`src/rtl/rename_pkg.sv`:
```
package rename_pkg;
  // Outcome of a branch resolution as seen by the snapshot controller.
  typedef enum logic [1:0] {
    RES_NONE = 2'd0,
    RES_OK   = 2'd1,
    RES_BAD  = 2'd2
  } res_kind_t;
endpackage

```
`src/rtl/rename_freelist.sv`:
```
module rename_freelist #(
  parameter int NA = 8,
  parameter int NP = 16,
  parameter int NC = 4,
  localparam int PW = $clog2(NP),
  localparam int CW = $clog2(NC)
) (
  input  logic          clk,
  input  logic          rst_n,
  input  logic          alloc,
  input  logic          save,
  input  logic [CW-1:0] save_id,
  input  logic          restore,
  input  logic [CW-1:0] restore_id,
  input  logic          ret,
  input  logic [PW-1:0] ret_preg,
  output logic [PW-1:0] pick,
  output logic          empty,
  output logic [NP-1:0] free_vec
);
  logic [NP-1:0] free_q, free_d;
  logic [NP-1:0] ck_q [NC];
  logic [NP-1:0] ck_d [NC];
  logic          free_en, ck_en;

  assign free_vec = free_q;
  assign free_en  = alloc | restore | ret;
  assign ck_en    = save | ret;

  // lowest-numbered unused register
  always_comb begin
    pick = '0;
    for (int i = NP - 1; i >= 0; i--) begin
      if (free_q[i]) pick = PW'(i);
    end
    empty = ~|free_q;
  end

  always_comb begin
    free_d = free_q;
    if (restore) free_d = ck_q[restore_id];
    else if (alloc) free_d[pick] = 1'b0;
    if (ret) free_d[ret_preg] = 1'b1;
    for (int k = 0; k < NC; k++) begin
      ck_d[k] = ck_q[k];
      if (save && (save_id == CW'(k))) ck_d[k] = free_d;
      if (ret) ck_d[k][ret_preg] = 1'b1;
    end
  end

  always_ff @(posedge clk or negedge rst_n) begin
    if (!rst_n) begin
      for (int i = 0; i < NP; i++) free_q[i] <= (i >= NA);
    end else if (free_en) begin
      free_q <= free_d;
    end
  end

  always_ff @(posedge clk or negedge rst_n) begin
    if (!rst_n) begin
      for (int k = 0; k < NC; k++) ck_q[k] <= '0;
    end else if (ck_en) begin
      for (int k = 0; k < NC; k++) ck_q[k] <= ck_d[k];
    end
  end
endmodule

```
`src/rtl/rename_maptable.sv`:
```
module rename_maptable #(
  parameter int NA = 8,
  parameter int NP = 16,
  parameter int NC = 4,
  localparam int AW = $clog2(NA),
  localparam int PW = $clog2(NP),
  localparam int CW = $clog2(NC)
) (
  input  logic          clk,
  input  logic          rst_n,
  input  logic          write,
  input  logic [AW-1:0] wr_arch,
  input  logic [PW-1:0] wr_preg,
  input  logic          save,
  input  logic [CW-1:0] save_id,
  input  logic          restore,
  input  logic [CW-1:0] restore_id,
  input  logic [AW-1:0] rd_a,
  input  logic [AW-1:0] rd_b,
  input  logic [AW-1:0] rd_w,
  output logic [PW-1:0] out_a,
  output logic [PW-1:0] out_b,
  output logic [PW-1:0] out_w
);
  logic [PW-1:0] map_q [NA];
  logic [PW-1:0] map_d [NA];
  logic [PW-1:0] ck_q  [NC][NA];
  logic          map_en;

  assign map_en = write | restore;

  // reads see the table before this cycle's write
  assign out_a = map_q[rd_a];
  assign out_b = map_q[rd_b];
  assign out_w = map_q[rd_w];

  always_comb begin
    for (int a = 0; a < NA; a++) begin
      if (restore) map_d[a] = ck_q[restore_id][a];
      else if (write && (wr_arch == AW'(a))) map_d[a] = wr_preg;
      else map_d[a] = map_q[a];
    end
  end

  always_ff @(posedge clk or negedge rst_n) begin
    if (!rst_n) begin
      for (int a = 0; a < NA; a++) map_q[a] <= PW'(a);
    end else if (map_en) begin
      for (int a = 0; a < NA; a++) map_q[a] <= map_d[a];
    end
  end

  // snapshot holds the table after the branch's own update
  always_ff @(posedge clk or negedge rst_n) begin
    if (!rst_n) begin
      for (int k = 0; k < NC; k++)
        for (int a = 0; a < NA; a++) ck_q[k][a] <= '0;
    end else if (save) begin
      for (int a = 0; a < NA; a++) ck_q[save_id][a] <= map_d[a];
    end
  end
endmodule

```
`src/rtl/rename_ckpt_ctrl.sv`:
```
module rename_ckpt_ctrl
  import rename_pkg::*;
#(
  parameter int NC = 4,
  localparam int CW = $clog2(NC)
) (
  input  logic          clk,
  input  logic          rst_n,
  input  logic          take,
  input  res_kind_t     res_kind,
  input  logic [CW-1:0] res_id,
  output logic          full,
  output logic [CW-1:0] take_id,
  output logic [NC-1:0] slot_valid
);
  logic [NC-1:0] valid_q, valid_d, kill;
  // older_q[k][j] set: slot j was taken before slot k
  logic [NC-1:0] older_q [NC];
  logic [NC-1:0] older_d [NC];
  logic          upd;

  assign slot_valid = valid_q;
  assign upd        = take | (res_kind != RES_NONE);

  always_comb begin
    full    = &valid_q;
    take_id = '0;
    for (int i = NC - 1; i >= 0; i--) begin
      if (!valid_q[i]) take_id = CW'(i);
    end
  end

  always_comb begin
    kill = '0;
    unique case (res_kind)
      RES_OK:  kill[res_id] = 1'b1;
      RES_BAD: begin
        kill[res_id] = 1'b1;
        for (int k = 0; k < NC; k++) begin
          if (older_q[k][res_id]) kill[k] = 1'b1;
        end
      end
      default: kill = '0;
    endcase
    valid_d = valid_q & ~kill;
    for (int k = 0; k < NC; k++) older_d[k] = older_q[k] & ~kill;
    if (take) begin
      older_d[take_id] = valid_d;
      valid_d[take_id] = 1'b1;
    end
  end

  always_ff @(posedge clk or negedge rst_n) begin
    if (!rst_n) begin
      valid_q <= '0;
      for (int k = 0; k < NC; k++) older_q[k] <= '0;
    end else if (upd) begin
      valid_q <= valid_d;
      for (int k = 0; k < NC; k++) older_q[k] <= older_d[k];
    end
  end
endmodule

```
`src/rtl/rename_unit.sv`:
```
module rename_unit
  import rename_pkg::*;
#(
  parameter int NUM_ARCH = 8,
  parameter int NUM_PHYS = 16,
  parameter int NUM_CKPT = 4,
  localparam int AW = $clog2(NUM_ARCH),
  localparam int PW = $clog2(NUM_PHYS),
  localparam int CW = $clog2(NUM_CKPT)
) (
  input  logic          clk,
  input  logic          rst_n,
  input  logic          ren_valid,
  input  logic          ren_has_dst,
  input  logic          ren_is_br,
  input  logic [AW-1:0] ren_src1,
  input  logic [AW-1:0] ren_src2,
  input  logic [AW-1:0] ren_dst,
  output logic          ren_ready,
  output logic [PW-1:0] ren_psrc1,
  output logic [PW-1:0] ren_psrc2,
  output logic [PW-1:0] ren_pdst,
  output logic [PW-1:0] ren_pold,
  output logic [CW-1:0] ren_ckpt_id,
  input  logic          res_valid,
  input  logic          res_mispredict,
  input  logic [CW-1:0] res_ckpt_id,
  input  logic          cmt_valid,
  input  logic [PW-1:0] cmt_preg
);
  logic          fire, do_alloc, do_save, do_restore;
  logic          pool_empty, slots_full;
  logic [NUM_PHYS-1:0] free_vec;
  logic [NUM_CKPT-1:0] slot_valid;
  res_kind_t     res_kind;

  assign do_restore = res_valid & res_mispredict;
  assign res_kind   = !res_valid ? RES_NONE : (res_mispredict ? RES_BAD : RES_OK);

  assign ren_ready = ~do_restore
                   & ~(ren_has_dst & pool_empty)
                   & ~(ren_is_br & slots_full);
  assign fire      = ren_valid & ren_ready;
  assign do_alloc  = fire & ren_has_dst;
  assign do_save   = fire & ren_is_br;

  rename_ckpt_ctrl #(.NC(NUM_CKPT)) u_ctrl (
    .clk        (clk),
    .rst_n      (rst_n),
    .take       (do_save),
    .res_kind   (res_kind),
    .res_id     (res_ckpt_id),
    .full       (slots_full),
    .take_id    (ren_ckpt_id),
    .slot_valid (slot_valid)
  );

  rename_freelist #(.NA(NUM_ARCH), .NP(NUM_PHYS), .NC(NUM_CKPT)) u_free (
    .clk        (clk),
    .rst_n      (rst_n),
    .alloc      (do_alloc),
    .save       (do_save),
    .save_id    (ren_ckpt_id),
    .restore    (do_restore),
    .restore_id (res_ckpt_id),
    .ret        (cmt_valid),
    .ret_preg   (cmt_preg),
    .pick       (ren_pdst),
    .empty      (pool_empty),
    .free_vec   (free_vec)
  );

  rename_maptable #(.NA(NUM_ARCH), .NP(NUM_PHYS), .NC(NUM_CKPT)) u_map (
    .clk        (clk),
    .rst_n      (rst_n),
    .write      (do_alloc),
    .wr_arch    (ren_dst),
    .wr_preg    (ren_pdst),
    .save       (do_save),
    .save_id    (ren_ckpt_id),
    .restore    (do_restore),
    .restore_id (res_ckpt_id),
    .rd_a       (ren_src1),
    .rd_b       (ren_src2),
    .rd_w       (ren_dst),
    .out_a      (ren_psrc1),
    .out_b      (ren_psrc2),
    .out_w      (ren_pold)
  );
endmodule

```
`config.mk`:
```
export PLATFORM = sky130hd
export DESIGN_NAME = rename_unit
export DESIGN_NICKNAME = d
export VERILOG_FILES = /design/src/rtl/rename_pkg.sv /design/src/rtl/rename_freelist.sv /design/src/rtl/rename_maptable.sv /design/src/rtl/rename_ckpt_ctrl.sv /design/src/rtl/rename_unit.sv
export SDC_FILE = /design/constraint.sdc
export NUM_CORES = 1
export LEC_CHECK = 0
export BUFFER_PORTS_ARGS = -buffer_cell sky130_fd_sc_hd__buf_2
export CAP_MARGIN = 10
export CORE_ASPECT_RATIO = 1.1
export CORE_MARGIN = 2
export CORE_UTILIZATION = 35
export DETAILED_ROUTE_END_ITERATION = 6
export PLACE_DENSITY_LB_ADDON = 0.05
export SYNTH_ARGS = -nofsm -noshare
export SYNTH_HDL_FRONTEND = slang
export SYNTH_SLANG_ARGS = --single-unit
```
`constraint.sdc`:
```
create_clock -name clk -period 2.6 [get_ports clk]
set_input_delay 0.52 -clock clk [delete_from_list [all_inputs] [get_ports clk]]
set_output_delay 0.52 -clock clk [all_outputs]
set_load 0.005 [all_outputs]
```
==> results.toml <==
[run_status]
outcome = "complete, but fails checks"
violated_checks = "setup timing"

[synthesis]
async_reset_ff_share_pct = 100
post_synth_instance_area_sq_um = 12500
yosysTopAreaCell = "sky130_fd_sc_hd__dfrtp_1"
synth_edf_count = 0
synthCells = 1185
synth-main-ff-cell = "sky130_fd_sc_hd__dfrtp_1"
synth.net_count = 1208
ys_seq_elements = 256
synth.top_cell.area_share_pct = 47.1
synth.lib_cells_used.distinct = 66
yosys-top-cells-count = "sky130_fd_sc_hd__nand2_1, sky130_fd_sc_hd__dfrtp_1, sky130_fd_sc_hd__o21ai_0"
synth.yosys.seq_area_share_pct = 51.3
post_synth_main_area_contributors = "sky130_fd_sc_hd__dfrtp_1, sky130_fd_sc_hd__mux4_2, sky130_fd_sc_hd__nand2_1"
ys_warns = 0
synth.avg_cell_area_sq_um = 10.6
yosys.cell_count.top_type = "sky130_fd_sc_hd__nand2_1"

[die]
die_height_um = 202
core-area_sq_um = 35200
die_width_um = 184
io_pins = 42
dieArea_sq_um = 37300
floorplan.rows = 72
floorplan.initialDensity_pct = 35.6

[clock_network]
cts_max_path_buffers = 3
cts_tree = "built"
clock_tree.root_cell = "sky130_fd_sc_hd__clkbuf_16"
cts.sinks = 256
htree_levels = 1
worst_setup_hold_path_clk_slew_ps = 60
cts_made_buffers = 31
clkLatencyLatePin_ps = 560

[route]
drt_wl_total_um = 35100
avgViaCountPerCell = 5.15
drtPass1Iterations = 4
routed-via-count = 9083
drc = 0
drtAntennaViolNets = 0
route.detailed.wl_per_inst_um = 19.9
detailedRoute.firstIterationViolations = 310

[min_path]
timing.hold.worst_path_depth = 4
hold_path.class = "primary input to register"
worst_hold_path.endpoint = "u_ctrl.slot_valid[2]"
worstHoldStart = "res_valid"

[timing]
fin_worst_skew_ps = 10.2
number_of_pins_exceeding_their_max_slew_limit_in_the_final_report = 0
postLayoutSetupSlackWorst_ps = -91.1
slew_headroom_pct = 52.2
period_needed_ps = 2690
finalSetupViolations = 2
max_slew.worst_pin.slew_ps = 715
rsz0062_at_grt = "true"
report.final.hold_viol_count = 0
timing.final.crit_share_pct = 104
final_setup_tns_ps = -113
fmax_mhz = 372

[global_route]
pin_count_of_the_biggest_net_entering_global_routing = 94
grt_pass1_wl_um = 56200
track_usage_pct = 19.5
globalRoute.totalOverflow = 0
number_of_global_route_vias_before_repair = 9384
initial_antenna_violation_count = 2

[cells_and_area]
n_fill_cell = 3423
post_synthesis_to_final_layout_area_growth_pct = 18.6
num-nets-final = 1282
layout_cell_share_with_drive_strength_beyond_1_pct = 24.5
post_layout_nonfiller_instances = 1764
final_util_pct = 42.2
diodes = 0

[pwr]
ir_worst_vdd_mv = 0.571
power_leakage_nw = 6.66
power-per-cell-area_nw_per_um2 = 1030

[placement]
io_buffers = 41
globalplace.congestion = 0.805
hpwlAfterDp_um = 23000
dp_worst_setup_slack_ps = -24.5
numPlacedInstances = 1696

[critical_path]
cp-start-kind = "register"
worst_setup_path_end_kind = "output port"
regToRegSetupSlack_ps = 120
timing.critical_path.buf_inv = 1
critPathRequiredTime_ps = 2080
criticalPathCategory = "register to output port"
critical_path.reg2reg.endpoint = "u_free.ck_q[10]"
worst_ep_arrival_time_ps = 2170
critical_path.reg2reg.startpoint = "u_free.free_vec[8]"
critPathTopFamily = "flip-flops"
critical_path.slowest_cell = "sky130_fd_sc_hd__dfstp_2"
delay_contributed_by_the_slowest_stage_of_the_critical_path_ps = 570
rr_worst_depth = 7
critPathMaxFanout = 4
worstPathCellList = "or3b_4 -> a311oi_4 -> a211oi_4 -> buf_2"

[run]
drv_cap = 0
## layer usage
metal / global-route usage (%) / vias up / wire length, um
li1: - / 4381 / -
met1: 27.6 / 4534 / 16800
met2: 32.0 / 127 / 16600
met3: 2.49 / 39 / 1120
met4: 4.46 / 2 / 532
met5: 0 / - / 12
## timing repair
item                                    4_1_cts  5_1_grt
setup buffers                                 7        3
hold buffers                                  1        0
resized for setup                            14       10
hold endpoints to repair                     43        0
endpoints found under the setup margin        9       12
pin swaps                                     4        5
## cell usage in the layout, fill, tap and decap left out, types with 20 or more instances in the layout
cell type	netlist	layout
sky130_fd_sc_hd__nand2_1	253	251
sky130_fd_sc_hd__dfrtp_1	236	234
sky130_fd_sc_hd__o21ai_0	162	162
sky130_fd_sc_hd__nor2_1	81	81
sky130_fd_sc_hd__mux4_2	72	72
sky130_fd_sc_hd__buf_4	7	72
sky130_fd_sc_hd__buf_2	30	39
sky130_fd_sc_hd__a21oi_1	35	34
sky130_fd_sc_hd__clkbuf_16	0	31
sky130_fd_sc_hd__o21ai_1	26	26
sky130_fd_sc_hd__mux2i_1	26	26
sky130_fd_sc_hd__o211ai_1	22	22
sky130_fd_sc_hd__dfstp_2	20	20
## flip-flops by register name, indices dropped and copies added, names as in the netlist
name	count
u_ctrl.older_q	12
u_ctrl.slot_valid	4
u_free.ck_q	64
u_free.free_vec	16
u_map.ck_q	128
u_map.map_q	32
## layout make-up
| class | count | area [sq um] | share of cell area, % |
|---|---|---|---|
| flip-flops and latches | 256 | 6430 | 43.3 |
| repair buffers | 121 | 921 | 6.20 |
| clock inverters | 2 | 35.0 | 0.236 |
| well taps | 481 | 602 | 4.05 |
| inverters | 16 | 60.1 | 0.404 |
| multi-input cells | 833 | 5840 | 39.3 |
| clock buffers | 55 | 966 | 6.50 |
## how the worst max path moves through the flow
stage / from / endpoint / slack, ps / cells past startpoint
after floorplan: ren_src1[0] / ren_psrc1[3] / 320 / 3
after global placement: u_free.free_vec[11] / ren_pdst[0] / -60 / 4
after detailed placement: u_free.free_vec[11] / ren_pdst[0] / -20 / 4
after CTS: u_free.free_vec[8] / ren_pdst[0] / -100 / 4
after global routing: u_free.free_vec[8] / ren_pdst[0] / -130 / 4
final: u_free.free_vec[8] / ren_pdst[0] / -90 / 4
## worst reg2reg max path, delay by kind of cell, from the launching register on
kind                   cells  cell delay [ps]
AOI/OAI and AO/OA          4             1060
DFF                        1              570
and+or+nand+nor            2              570
buffers and inverters      1              150
## power by group
part | internal [mW] | switching [mW] | total (mW)
Combinational | 2.19 | 2.29 | 4.48
Clock | 2.57 | 1.69 | 4.26
Sequential | 5.60 | 0.984 | 6.58
## per-stage QoR
stage | power (mW) | cell area, sq um | hold slack, ps
after floorplan | 9.27 | 12500 | 224
after CTS | 15.4 | 14800 | 393
after global routing | 16.4 | 14900 | 438
after detailed placement | 10.9 | 13600 | 466
after global placement | 10.8 | 13600 | 457
final | 15.3 | 14900 | 422
## cells by family after synthesis
logic type | after synthesis | synth area share, %
simple gates | 420 | 14.9
compound gates | 299 | 13.8
flops | 256 | 51.3
mux | 114 | 16.5
buf+inv | 96 | 3.45
No activity file was read; power rests on OpenSTA's default activity.
